## src/rtl/bytestore_pkg.sv

```systemverilog
package bytestore_pkg;
    localparam int unsigned WORD_W  = 32;
    localparam int unsigned LANES   = WORD_W / 8;
    localparam int unsigned OFF_W   = $clog2(LANES);

    typedef enum logic {
        ST_IDLE  = 1'b0,
        ST_ISSUE = 1'b1
    } bs_state_e;

    typedef struct packed {
        logic [LANES-1:0]  be;
        logic [WORD_W-1:0] data;
        logic              probe;
    } bs_result_t;
endpackage

```

## src/rtl/bs_lane_decode.sv

```systemverilog
module bs_lane_decode
    import bytestore_pkg::*;
(
    input  logic [OFF_W-1:0] offset,
    input  logic             end_form,
    output logic [LANES-1:0] be,
    output logic             probe
);
    logic [LANES-1:0] from_offset;

    // Lanes from the addressed byte to the end of the word (big-endian).
    assign from_offset = {LANES{1'b1}} >> offset;

    always_comb begin
        if (end_form) begin
            be    = ~from_offset;
            probe = (offset == '0);
        end else begin
            be    = from_offset;
            probe = 1'b0;
        end
    end
endmodule

```

## src/rtl/bs_lane_mask.sv

```systemverilog
module bs_lane_mask
    import bytestore_pkg::*;
(
    input  logic [WORD_W-1:0] value,
    input  logic [LANES-1:0]  be,
    output logic [WORD_W-1:0] data
);
    for (genvar g = 0; g < LANES; g++) begin : g_lane
        assign data[8*g +: 8] = be[g] ? value[8*g +: 8] : 8'h00;
    end
endmodule

```

## src/rtl/bytestore_unit.sv

```systemverilog
module bytestore_unit
    import bytestore_pkg::*;
#(
    parameter int unsigned ADDR_W = 32
) (
    input  logic              clk,
    input  logic              rst_n,
    input  logic              req_valid,
    input  logic [ADDR_W-1:0] req_addr,
    input  logic [31:0]       req_data,
    input  logic              req_end,
    output logic [ADDR_W-1:0] wr_addr,
    output logic [31:0]       wr_data,
    output logic [3:0]        wr_be,
    output logic              wr_req,
    output logic              probe_only
);
    bs_state_e  state_q, state_d;
    bs_result_t res_d, res_q;
    logic [ADDR_W-1:0] addr_q;

    bs_lane_decode u_decode (
        .offset   (req_addr[OFF_W-1:0]),
        .end_form (req_end),
        .be       (res_d.be),
        .probe    (res_d.probe)
    );

    bs_lane_mask u_mask (
        .value (req_data),
        .be    (res_d.be),
        .data  (res_d.data)
    );

    always_comb begin
        state_d = state_q;
        unique case (state_q)
            ST_IDLE:  if (req_valid)  state_d = ST_ISSUE;
            ST_ISSUE: if (!req_valid) state_d = ST_IDLE;
            default:                  state_d = ST_IDLE;
        endcase
    end

    always_ff @(posedge clk) begin
        if (!rst_n) state_q <= ST_IDLE;
        else        state_q <= state_d;
    end

    always_ff @(posedge clk) begin
        if (!rst_n) begin
            res_q  <= '0;
            addr_q <= '0;
        end else if (req_valid) begin
            res_q  <= res_d;
            addr_q <= {req_addr[ADDR_W-1:OFF_W], {OFF_W{1'b0}}};
        end
    end

    always_comb begin
        wr_addr    = addr_q;
        wr_data    = res_q.data;
        wr_be      = '0;
        wr_req     = 1'b0;
        probe_only = 1'b0;
        unique case (state_q)
            ST_IDLE: ;
            ST_ISSUE: begin
                wr_be      = res_q.be;
                wr_req     = !res_q.probe;
                probe_only = res_q.probe;
            end
            default: ;
        endcase
    end
endmodule

```

## config.mk

```make
export PLATFORM = sky130hd
export DESIGN_NAME = bytestore_unit
export DESIGN_NICKNAME = d
export VERILOG_FILES = /design/src/rtl/bytestore_pkg.sv /design/src/rtl/bs_lane_decode.sv /design/src/rtl/bs_lane_mask.sv /design/src/rtl/bytestore_unit.sv
export SDC_FILE = /design/constraint.sdc
export NUM_CORES = 1
export LEC_CHECK = 0
export BUFFER_PORTS_ARGS = -buffer_cell sky130_fd_sc_hd__buf_2
export CAP_MARGIN = 25
export CORE_MARGIN = 4
export CORE_UTILIZATION = 30
export CTS_CLUSTER_SIZE = 12
export DETAILED_ROUTE_END_ITERATION = 8
export GPL_ROUTABILITY_DRIVEN = 0
export HOLD_SLACK_MARGIN = 0.08
export PLACE_DENSITY = 0.57
export SLEW_MARGIN = 20
export SYNTH_ARGS = -nofsm -noshare
export SYNTH_HDL_FRONTEND = slang
export SYNTH_HIERARCHICAL = 1
export SYNTH_SLANG_ARGS = --single-unit
```

## constraint.sdc

```tcl
create_clock -name clk -period 1.25 [get_ports clk]
set_input_delay 0.125 -clock clk [delete_from_list [all_inputs] [get_ports clk]]
set_output_delay 0.125 -clock clk [all_outputs]
set_load 0.01 [all_outputs]
```

# Word level (Yosys, flattened, before mapping)
# Cells that the tools add are included.
# word_totals
regBits	68
inputBits	68
output_inout_bits	70
wordCells	19
# classes
n_shift	1
n_mux	10
bitwise_logic	1
n_reduce_logical	2
# op_table
cell	n
two-way mux 8 bit	4
two-way mux 4 bit	2
two-way mux 1 bit	4
inverter 4 bit	1
right shift 4 x 2 -> 4 bit (first input constant)	1
zero test 2 bit	1
zero test 1 bit	1

# Longest topological paths before layout
# logic_depth
word_depth	4
ltp_mapped	5
depth_no_buf	5

# Cells and area by module
# Netlist, hierarchy kept.
# by_module_without_submodules
module	instances	cells_per_inst	area_each_um2	seq_area_each_um2
bytestore_unit	1	259	2874.0	1361.3
bs_lane_mask	1	32	200.2	0.0
bs_lane_decode	1	6	41.3	0.0

# Least setup slack after synthesis
# No wires, ideal clock.
# synth_timing
path_kind	input to register
start	input port req_end
end	register res_q (netlist bit wr_data[10])
setup_ps	65
arrival_ps	855
required_ps	1185
path_slack_ps	330
stages	5
path_buffers	0
cell_sequence	inv_1 xnor2_1 and2_1 mux2i_1 nor2b_1
# synth_rtl
element	line_no	source
from (decl)	bytestore_unit.sv:11	input logic req_end,
to (signal assigned)	bytestore_unit.sv:54	res_q <= res_d;
to (decl)	bytestore_unit.sv:19	bs_result_t res_d, res_q;

# Worst setup path after layout
# layout_timing
start	register state_q
end	output port wr_req
# layout_via
elab_chain_len	1
# layout_lines
element	line_no	source
from (decl)	bytestore_unit.sv:18	bs_state_e state_q, state_d;
from (signal assigned)	bytestore_unit.sv:46	else state_q <= state_d;
two-way mux 1 bit	bytestore_unit.sv:65	unique case (state_q)
to (decl)	bytestore_unit.sv:15	output logic wr_req,
# Every way passes these cells.

==> flow_metrics.env <==
export IMPL_status="completed"
export IMPL_critPathLaunchType="flip-flop"
export IMPL_worstSetupPathType="flip-flop to output port"
export IMPL_path_clk_slew_ns=0.08
export IMPL_die_h_microns=110
export IMPL_hold_path_class="primary input to flip-flop"
export IMPL_hpwlAfterDp_mm=4.75
export IMPL_ys_seq_elements=68
export IMPL_grt_max_degree=69
export IMPL_postCtsSetupRepairBufs=0
export IMPL_cap_violations=0
export IMPL_drc_errors=0
export IMPL_grt_usage_pct=11.8
export IMPL_regArea_sq_um=1360
export IMPL_io_buffers=135
export IMPL_worst_slew_pin_slew_ns=0.603
export IMPL_numCtsBuffers=9
export IMPL_die_w_microns=110
export IMPL_antenna_cells=0
export IMPL_wl_per_cell_microns=12.2
export IMPL_max_freq_mhz=909
export IMPL_synth_cells=297
export IMPL_rsz0062_at_grt="false"
export IMPL_yosys_top_cells_area="dfxtp_1 (44%), mux2i_1 (22%), nor2b_1 (14%), buf_4 (9.4%), and2_1 (7.6%)"
export IMPL_core_area_sq_um=9950
export IMPL_yosys_area_top_type="dfxtp_1"
export IMPL_ir_worst_vdd_mv=0.591
export IMPL_cp_arrival_ns=0.98
export IMPL_switching_share_pct=23.7
export IMPL_io_pins=138
export IMPL_antenna_found_initial=0
export IMPL_finalHoldViolCount=0
export IMPL_required_ns=1.12
export IMPL_setup_viol=0
export IMPL_fin_nets=499
export IMPL_power_internal_mw=3.89
export IMPL_syn2layout_area_growth_pct=34.9
export IMPL_drt_initial_drc_count=83
export IMPL_switching_power_mw=1.21
export IMPL_first_pass_iters=4
export IMPL_maxSlewHeadroom_pct=59.5
export IMPL_antenna_left=0
export IMPL_p_leak_nw=2.08
export IMPL_final_cells=568
export IMPL_wl_mm=6.93
export IMPL_cts_sinks=68
export IMPL_period_needed_ns=1.10
export IMPL_synth_cell_types=15
export IMPL_clkPwrFrac_pct=39.1
export IMPL_initial_core_util_pct=31.3
export IMPL_fillers=992
export IMPL_final_cell_mix="buf_2 (134), nor2b_1 (68), mux2i_1 (67), dfxtp_1 (67), and2_1 (38)"
export IMPL_power_density_nw_per_um2=1210
export IMPL_drive_gt1_share_pct=35.6
export IMPL_num_rows=36
export IMPL_cts_tree="built"
export IMPL_clockRootBuffer="clkbuf_8"
export IMPL_tns_ns=0
export IMPL_setup_ws_ns=0.150
export IMPL_final_common_cell="buf_2"
export IMPL_overflow=0
export IMPL_post_route_period_util_pct=88.0
export IMPL_grt_pass1_wl_mm=11.2
export IMPL_vias=2293
export IMPL_avgSynthCellArea_sq_um=10.5
export IMPL_syn_area_sq_um=3120
export IMPL_yosys_area_top_type_share_pct=43.7
export IMPL_cts_max_level=3
export IMPL_dp_cells=521
export IMPL_crit_fanout=6
export IMPL_synth_warnings=6
export IMPL_critPathCaptureType="output port"
export IMPL_clock_path_buffers=2
export IMPL_multiInputGateArea_sq_um=1380
export IMPL_grt_pass1_vias=2364
export IMPL_skew_ns=0
export IMPL_power_total_mw=5.11
export IMPL_seqPwrFrac_pct=45.8
export IMPL_detail_route_vias_per_cell=4.04
export IMPL_clk_latency_ns=0.33
export IMPL_power_frac_comb_pct=15.1
export IMPL_place_ws_ns=-0.0324
export IMPL_synth_seq_area_share_pct=43.7
export IMPL_die_area_sq_um=12100
export IMPL_slew_viol_final=0
[cell families after synthesis]
| logic type | count (synthesis) | share of synthesized area [%] |
|---|---|---|
| other | 1 | 0.120 |
| XOR/XNOR | 2 | 0.562 |
| multiplexers | 67 | 21.5 |
| flip-flops | 68 | 43.7 |
| buffers and inverters | 50 | 12.2 |
| adder cells (fa/ha/maj) | 1 | 0.402 |
| AND/OR/NAND/NOR | 108 | 21.5 |
[path summary, 6_finish.rpt]
check	start	end	slack, ns	depth (start not counted)
setup / recovery	state_q	wr_req	0.15	2
hold reg to reg	wr_addr[17]	wr_addr[17]	0.51	2
hold / removal	req_data[22]	wr_data[22]	0.16	4
setup reg to reg	wr_addr[11]	wr_addr[11]	0.63	2
[power groups by stage]
stage / Combinational (mW) / Clock [mW] / Sequential [mW]
CTS: 0.774 / 2.11 / 2.34
detailed placement: 0.703 / 0 / 2.39
finish: 0.771 / 1.99 / 2.34
global route: 0.860 / 2.20 / 2.36
global placement: 0.690 / 0 / 2.39
floorplan: 0.469 / 0 / 2.41
[worst max-delay path, stage by stage (launching register included)]
cell and delay [ns]:
dfxtp_2 0.35, nor2b_1 0.15, buf_2 0.14
[layer usage]
metal	routed length, microns	track usage [%]
met4	27	3.21
met3	687	5.46
met1	3050	14.1
met5	0	0
met2	3160	19.2
[area by class of cell]
class,instances,share of cell area [%]
repair buffers,170,25.5
clock buffers,12,3.45
clock inverters,4,1.73
flip-flops and latches,68,32.4
inverters,1,0.0893
well taps,133,3.96
multi-input cells,180,32.8
[per-stage QoR]
stage,hold WS [ns],util [%],instance area [sq um]
final,0.161,42.2,4200
after global routing,0.148,42.2,4200
after CTS,0.132,41.9,4170
after detailed placement,0.392,36.7,3660
after global placement,0.379,36.7,3660
after floorplan,0.294,-,3120
[synth_stat cells (all sizes together)]
| master | n |
|---|---|
| conb | 1 |
| xnor2 | 2 |
| inv | 1 |
| buf | 43 |
| nor2b | 68 |
| ha | 1 |
| nor2 | 1 |
| clkbuf | 6 |
| dfxtp | 68 |
| mux2i | 67 |
| and2 | 38 |
| nand2 | 1 |
[what timing repair did]
action | CTS | global route
endpoints found under the hold margin | 30 | 0
endpoints found under the setup margin | 0 | 1
hold buffers | 30 | 0
resized for setup | 0 | 1
[sequential cells by signal, indices dropped and copies added (netlist names)]
signal and flops:
res_q 5, state_q 1, wr_addr 30, wr_data 32
No activity file was read; power rests on OpenSTA's default activity.
